--- config.mk ---
export PLATFORM = sky130hd
export DESIGN_NAME = secs_rtc
export DESIGN_NICKNAME = d
export VERILOG_FILES = /design/src/rtl/secs_rtc_pkg.sv /design/src/rtl/rtc_prescaler.sv /design/src/rtl/rtc_commit.sv /design/src/rtl/rtc_flags.sv /design/src/rtl/secs_rtc.sv
export SDC_FILE = /design/constraint.sdc
export NUM_CORES = 1
export LEC_CHECK = 0
export ABC_AREA = 1
export BUFFER_PORTS_ARGS = -buffer_cell sky130_fd_sc_hd__buf_2
export CORE_MARGIN = 2
export CORE_UTILIZATION = 33
export CTS_CLUSTER_DIAMETER = 100
export DETAILED_ROUTE_END_ITERATION = 6
export GPL_ROUTABILITY_DRIVEN = 0
export GPL_TIMING_DRIVEN = 0
export HOLD_SLACK_MARGIN = 0.05
export PLACE_DENSITY = 0.5
export RECOVER_POWER = 100
export SLEW_MARGIN = 10
export SYNTH_ARGS = -nofsm -noshare
export SYNTH_HDL_FRONTEND = slang
export SYNTH_SLANG_ARGS = --single-unit
export TNS_END_PERCENT = 20
--- constraint.sdc ---
create_clock -name clk -period 2.2 [get_ports clk]
set_input_delay 0.22 -clock clk [delete_from_list [all_inputs] [get_ports clk]]
set_output_delay 0.22 -clock clk [all_outputs]
set_load 0.02 [all_outputs]
--- src/rtl/secs_rtc_pkg.sv ---
package secs_rtc_pkg;
  localparam int HALF_W = 16;
  localparam int CNT_W  = 32;
  // word index decoded from bus_addr[5:2]
  localparam logic [3:0] RG_IEN = 4'd0;
  localparam logic [3:0] RG_CTL = 4'd1;
  localparam logic [3:0] RG_RLH = 4'd2;
  localparam logic [3:0] RG_RLL = 4'd3;
  localparam logic [3:0] RG_DVH = 4'd4;
  localparam logic [3:0] RG_DVL = 4'd5;
  localparam logic [3:0] RG_CNH = 4'd6;
  localparam logic [3:0] RG_CNL = 4'd7;
  localparam logic [3:0] RG_ALH = 4'd8;
  localparam logic [3:0] RG_ALL = 4'd9;
  // control word bit positions
  localparam int B_SEC   = 0;
  localparam int B_ALM   = 1;
  localparam int B_OVF   = 2;
  localparam int B_SYNC  = 3;
  localparam int B_CFG   = 4;
  localparam int B_WDONE = 5;
  localparam int N_EVT   = 3;
endpackage

--- src/rtl/rtc_prescaler.sv ---
module rtc_prescaler #(
  parameter int PRE_W = 20,
  parameter int RELOAD_RST = 32767
) (
  input  logic             clk,
  input  logic             rst_n,
  input  logic             slow_en,
  input  logic             load,
  input  logic [PRE_W-1:0] load_val,
  input  logic [PRE_W-1:0] reload,
  output logic [PRE_W-1:0] div_o,
  output logic             tick_o
);
  logic [PRE_W-1:0] div_q, div_n;
  logic             div_en;

  assign tick_o = slow_en && (div_q == '0);

  always_comb begin
    div_n = div_q;
    if (load)        div_n = load_val;
    else if (tick_o) div_n = reload;
    else             div_n = div_q - 1'b1;
  end

  assign div_en = load || slow_en;

  always_ff @(posedge clk or negedge rst_n) begin
    if (!rst_n)      div_q <= PRE_W'(RELOAD_RST);
    else if (div_en) div_q <= div_n;
  end

  assign div_o = div_q;
endmodule

--- src/rtl/rtc_commit.sv ---
module rtc_commit #(
  parameter int COMMIT_LEN = 3
) (
  input  logic clk,
  input  logic rst_n,
  input  logic slow_en,
  input  logic start,
  output logic busy_o,
  output logic fire_o
);
  localparam int CW = $clog2(COMMIT_LEN + 1);
  logic [CW-1:0] left_q, left_n;

  assign busy_o = (left_q != '0);
  assign fire_o = busy_o && slow_en && (left_q == CW'(1));

  always_comb begin
    left_n = left_q;
    if (start)                 left_n = CW'(COMMIT_LEN);
    else if (busy_o && slow_en) left_n = left_q - 1'b1;
  end

  always_ff @(posedge clk or negedge rst_n) begin
    if (!rst_n) left_q <= '0;
    else        left_q <= left_n;
  end
endmodule

--- src/rtl/rtc_flags.sv ---
module rtc_flags #(
  parameter int N = 3
) (
  input  logic         clk,
  input  logic         rst_n,
  input  logic [N-1:0] set_i,
  input  logic         wr_i,
  input  logic [N-1:0] keep_i,
  output logic [N-1:0] flags_o
);
  logic [N-1:0] flg_q, flg_n;

  always_comb begin
    flg_n = flg_q;
    if (wr_i) flg_n = flg_q & keep_i;
    flg_n = flg_n | set_i;
  end

  always_ff @(posedge clk or negedge rst_n) begin
    if (!rst_n) flg_q <= '0;
    else        flg_q <= flg_n;
  end

  assign flags_o = flg_q;
endmodule

--- src/rtl/secs_rtc.sv ---
module secs_rtc
  import secs_rtc_pkg::*;
#(
  parameter int PRE_W      = 20,
  parameter int RELOAD_RST = 32767,
  parameter int COMMIT_LEN = 3
) (
  input  logic        clk,
  input  logic        rst_n,
  input  logic        slow_en,
  input  logic        bus_wr,
  input  logic [5:0]  bus_addr,
  input  logic [15:0] bus_wdata,
  output logic [15:0] bus_rdata,
  output logic        irq
);
  logic [3:0]       widx;
  logic [N_EVT-1:0] en_q, en_n;
  logic             cfg_q, cfg_n;
  logic             seen_q, sync_q;
  logic [PRE_W-1:0] reload_q, reload_n, div;
  logic [CNT_W-1:0] cnt_q, cnt_n, alr_q, alr_n;
  logic [CNT_W-1:0] stg_prl_q, stg_prl_n, stg_cnt_q, stg_cnt_n, stg_alr_q, stg_alr_n;
  logic [2:0]       pend_q, pend_n;
  logic             tick, busy, fire, commit_start, flag_wr;
  logic [N_EVT-1:0] evt, flags;
  logic [31:0]      rl32, dv32;

  assign widx = bus_addr[5:2];
  assign rl32 = 32'(reload_q);
  assign dv32 = 32'(div);

  rtc_prescaler #(.PRE_W(PRE_W), .RELOAD_RST(RELOAD_RST)) u_pre (
    .clk(clk), .rst_n(rst_n), .slow_en(slow_en),
    .load(fire && pend_q[0]), .load_val(stg_prl_q[PRE_W-1:0]),
    .reload(reload_q), .div_o(div), .tick_o(tick));

  rtc_commit #(.COMMIT_LEN(COMMIT_LEN)) u_cmt (
    .clk(clk), .rst_n(rst_n), .slow_en(slow_en),
    .start(commit_start), .busy_o(busy), .fire_o(fire));

  assign evt[B_SEC] = tick;
  assign evt[B_ALM] = tick && ((cnt_q + 1'b1) == alr_q);
  assign evt[B_OVF] = tick && (cnt_q == '1);

  rtc_flags #(.N(N_EVT)) u_flg (
    .clk(clk), .rst_n(rst_n), .set_i(evt), .wr_i(flag_wr),
    .keep_i(bus_wdata[N_EVT-1:0]), .flags_o(flags));

  // bus write decode and staging
  always_comb begin
    en_n = en_q; cfg_n = cfg_q; pend_n = pend_q;
    stg_prl_n = stg_prl_q; stg_cnt_n = stg_cnt_q; stg_alr_n = stg_alr_q;
    commit_start = 1'b0; flag_wr = 1'b0;
    if (bus_wr) begin
      case (widx)
        RG_IEN: en_n = bus_wdata[N_EVT-1:0];
        RG_CTL: begin
          flag_wr = 1'b1;
          if (bus_wdata[B_CFG] && !cfg_q && !busy) begin
            cfg_n = 1'b1; pend_n = '0;
            stg_prl_n = rl32; stg_cnt_n = cnt_q; stg_alr_n = alr_q;
          end else if (!bus_wdata[B_CFG] && cfg_q) begin
            cfg_n = 1'b0; commit_start = 1'b1;
          end
        end
        RG_RLH: if (cfg_q) begin stg_prl_n[31:16] = bus_wdata; pend_n[0] = 1'b1; end
        RG_RLL: if (cfg_q) begin stg_prl_n[15:0]  = bus_wdata; pend_n[0] = 1'b1; end
        RG_CNH: if (cfg_q) begin stg_cnt_n[31:16] = bus_wdata; pend_n[1] = 1'b1; end
        RG_CNL: if (cfg_q) begin stg_cnt_n[15:0]  = bus_wdata; pend_n[1] = 1'b1; end
        RG_ALH: if (cfg_q) begin stg_alr_n[31:16] = bus_wdata; pend_n[2] = 1'b1; end
        RG_ALL: if (cfg_q) begin stg_alr_n[15:0]  = bus_wdata; pend_n[2] = 1'b1; end
        default: ;
      endcase
    end
  end

  // live timekeeping registers
  always_comb begin
    reload_n = (fire && pend_q[0]) ? stg_prl_q[PRE_W-1:0] : reload_q;
    alr_n    = (fire && pend_q[2]) ? stg_alr_q : alr_q;
    if (fire && pend_q[1]) cnt_n = stg_cnt_q;
    else if (tick)         cnt_n = cnt_q + 1'b1;
    else                   cnt_n = cnt_q;
  end

  always_ff @(posedge clk or negedge rst_n) begin
    if (!rst_n) begin
      en_q <= '0; cfg_q <= 1'b0; pend_q <= '0;
      stg_prl_q <= '0; stg_cnt_q <= '0; stg_alr_q <= '0;
      reload_q <= PRE_W'(RELOAD_RST); cnt_q <= '0; alr_q <= '0;
      seen_q <= 1'b0; sync_q <= 1'b0;
    end else begin
      en_q <= en_n; cfg_q <= cfg_n; pend_q <= pend_n;
      stg_prl_q <= stg_prl_n; stg_cnt_q <= stg_cnt_n; stg_alr_q <= stg_alr_n;
      if (fire) begin
        reload_q <= reload_n;
        alr_q    <= alr_n;
      end
      if (fire || tick) cnt_q <= cnt_n;
      if (slow_en) begin
        seen_q <= 1'b1;
        sync_q <= sync_q | seen_q;
      end
    end
  end

  always_comb begin
    bus_rdata = '0;
    case (widx)
      RG_IEN: bus_rdata = 16'(en_q);
      RG_CTL: begin
        bus_rdata[N_EVT-1:0] = flags;
        bus_rdata[B_SYNC]    = sync_q;
        bus_rdata[B_CFG]     = cfg_q;
        bus_rdata[B_WDONE]   = !busy;
      end
      RG_RLH: bus_rdata = rl32[31:16];
      RG_RLL: bus_rdata = rl32[15:0];
      RG_DVH: bus_rdata = dv32[31:16];
      RG_DVL: bus_rdata = dv32[15:0];
      RG_CNH: bus_rdata = cnt_q[31:16];
      RG_CNL: bus_rdata = cnt_q[15:0];
      RG_ALH: bus_rdata = alr_q[31:16];
      RG_ALL: bus_rdata = alr_q[15:0];
      default: ;
    endcase
  end

  assign irq = |(flags & en_q);
endmodule

==> flow_summary.ini <==
[critical_path]
crit_required_ns = 2.67
cp-start-kind = flip-flop
crit_path_frequent_cell = nand2_1
cp_num_buf_inv = 0
cpMaxStageDelayCell = dfrtp_2
critPathMaxFanout = 6
cp_top_family = simple AND/OR/NAND/NOR gates
worstPathArrival_ns = 2.70
crit_chain = ha_4, nand2_4, nor2_4, nand2_1, nor2_4, nand3_1, nand3_1, nand2_1, nor2_1, nand2_1, nor2_1, nand3_2, nand2_2
criticalPathCategory = reg -> reg
end_kind = flip-flop
max_stage_delay_ns = 0.45

[timing]
min_period_ns = 2.23
fin_skew_ns = 0.0303
rsz0062_at_grt = true
timing.fmax_ghz = 0.448
hold_viol_final = 0
tns_ns = -0.0415
maxSlewHeadroom = 0.0823
worst_slack_ns = -0.0312
tightestPinTransition_ns = 1.38
final.period_utilization = 1.01
slew_violations = 0
finalSetupViolCount = 3

[drt]
dr.first_iter.drc_count = 1032
remaining_drc_errors = 0
wirelength_microns = 47300
drt_first_pass_iters = 5
ant_nets = 0
via_per_inst = 5.44
vias = 11900
wl_per_cell_microns = 21.6

[yosys]
synthArstFlopShare = 1.00
synth-edff-count = 0
ys_seq_area_frac = 0.434
yosys-top-cells-area = dfrtp_1 (37%), nand2_1 (13%), inv_1 (7.4%), dfstp_2 (6.7%), o21ai_0 (6.3%)
yosys.area.top_type_share = 0.367
ys_ff_latch = 202
syn_area_sq_mm = 0.0117
syn_inst = 1600
synth_top_area_cell = dfrtp_1
syn_avg_cell_area_sq_um = 7.33
synth_warnings = 0
yosys.cell_types.count = 42
synth_nets = 1630
ys.flop_type = dfrtp_1

[floorplan]
io_pins = 43
die_h_microns = 193
start_util = 0.332
die_x_microns = 193
num_rows = 69
core_area_sq_mm = 0.0353
dieArea_sq_mm = 0.0371

[cells_and_area]
syn_to_final_growth_pct = 21.5
drive_above_1_share = 0.172
design_area_sq_mm = 0.0143
fin_nets = 1738
antenna_cells = 0
mostFrequentLayoutCells = nand2_1 (407), inv_1 (225), dfrtp_1 (156), o21ai_0 (146), nor2_1 (100)
final_common_cell = nand2_1

[global_route]
grt_max_degree = 94
overflow = 0
grt_antenna_before_repair = 1
grt_pass1_vias = 11700
grt_usage = 0.257
grt_pass1_wl_microns = 71400

[pwr]
comb_power_share = 0.337
p_seq_frac = 0.402
p_total_w = 0.0168
p_int_w = 0.00997
irDropWorstVdd_uv = 622
power.leakage_nw = 6.43
sw_frac_of_total = 0.407
clock_power_share = 0.260
p_sw_w = 0.00683
pwr_density_cell_mw_per_mm2 = 1180

[hold_path]
hp-class = in -> reg

[clock_tree]
cts_tree = done
clk_latency_ns = 0.56
cts_sinks = 202
clk_transition_reported_paths_ns = 0.06
cts_root_buffer = clkbuf_16
ctsLongestPathBuffers = 3
htree_levels = 1
numCtsBuffers = 26

[flow_run]
drv_cap = 0

[run_status]
status = finished with violations
violations = setup timing

[place]
dpl-instance-area_sq_mm = 0.0126
io_buffers = 40
place_ws_ns = -0.755
dp_hpwl_microns = 35400
cell type report:
class | count | area [sq um]
tap | 461 | 577
fill | 3689 | 21000
inverter | 241 | 910
sequential | 202 | 5110
clock buffer | 37 | 752
clock inverter | 11 | 119
timing repair buffer | 80 | 583
buffer | 68 | 382
multi-input combinational | 1089 | 5830
path summary, 6_finish.rpt:
kind	cells after the start	start	end	slack, ns
worst max-delay path	13	cnt_q[1]	u_flg.flags_o[1]	-0.03
worst min-delay path	3	bus_wdata[2]	stg_cnt_q[18]	0.06
worst max register to register	13	cnt_q[1]	u_flg.flags_o[1]	-0.03
worst min register to register	2	seen_q	seen_q	0.45
max in group asynchronous	3	rst_n	cnt_q[13]	0.44
min in group asynchronous	2	rst_n	stg_alr_q[11]	0.53
sequential cells by signal, summed over array words and instances (netlist names):
register	count
stg_cnt_q	32
u_pre.div_o	20
cfg_q	1
u_flg.flags_o	3
sync_q	1
alr_q	32
u_cmt.left_q	2
stg_prl_q	20
cnt_q	32
en_q	3
reload_q	20
pend_q	3
seen_q	1
stg_alr_q	32
cells in the mapped netlist (all sizes together), types with 14 or more instances:
| master | instances |
|---|---|
| dfstp | 30 |
| o21ai | 178 |
| o22ai | 34 |
| o221ai | 39 |
| a31oi | 14 |
| nor2 | 143 |
| inv | 241 |
| nand2 | 422 |
| nand3 | 95 |
| a21oi | 27 |
| clkbuf | 44 |
| nand4 | 14 |
| buf | 24 |
| dfrtp | 172 |
| o211ai | 80 |
cell families (layout without fill, tap and decap cells):
family,count (synthesis),count (layout),synth area share
compound gates,383,383,0.205
buf+inv,309,437,0.103
xor+xnor,16,16,0.0119
flops,202,202,0.434
fa+ha+maj,4,4,0.00427
simple gates,686,686,0.242
per-stage QoR:
step,utilization,hold WS (ns),instances
global route,0.404,0.0665,2189
detailed placement,0.356,0.167,2103
floorplan,-,-0.0756,1600
CTS,0.397,0.0510,2181
finish,0.404,0.0632,2189
global placement,0.354,0.438,2101
power by group through the flow:
stage	Sequential (W)	Clock (W)	Combinational (W)
after floorplan	0.00623	0	0.00375
after global placement	0.00670	0	0.00514
after detailed placement	0.00670	0	0.00524
after CTS	0.00666	0.00446	0.00548
after global routing	0.00695	0.00461	0.00642
final	0.00676	0.00437	0.00567
tightest hold or removal path: stages:
cell and delay [ns]:
buf_2 0.17, o211ai_1 0.11, o21ai_0 0.07
routing by layer:
| layer | track usage | part of all wire | up-vias |
|---|---|---|---|
| li1 | - | - | 5539 |
| met1 | 0.340 | 0.43 | 5848 |
| met2 | 0.419 | 0.46 | 421 |
| met3 | 0.0489 | 0.070 | 91 |
| met4 | 0.0887 | 0.034 | 2 |
| met5 | 0 | 0.00028 | - |
timing repair:
item / CTS / global route
hold buffers: 18 / 0
endpoints found under the setup margin: 167 / 149
endpoints found under the hold margin: 130 / 0
resized for setup: 105 / 84
setup buffers: 12 / 8
pin swaps: 11 / 19
No activity file was read; power rests on OpenSTA's default activity.
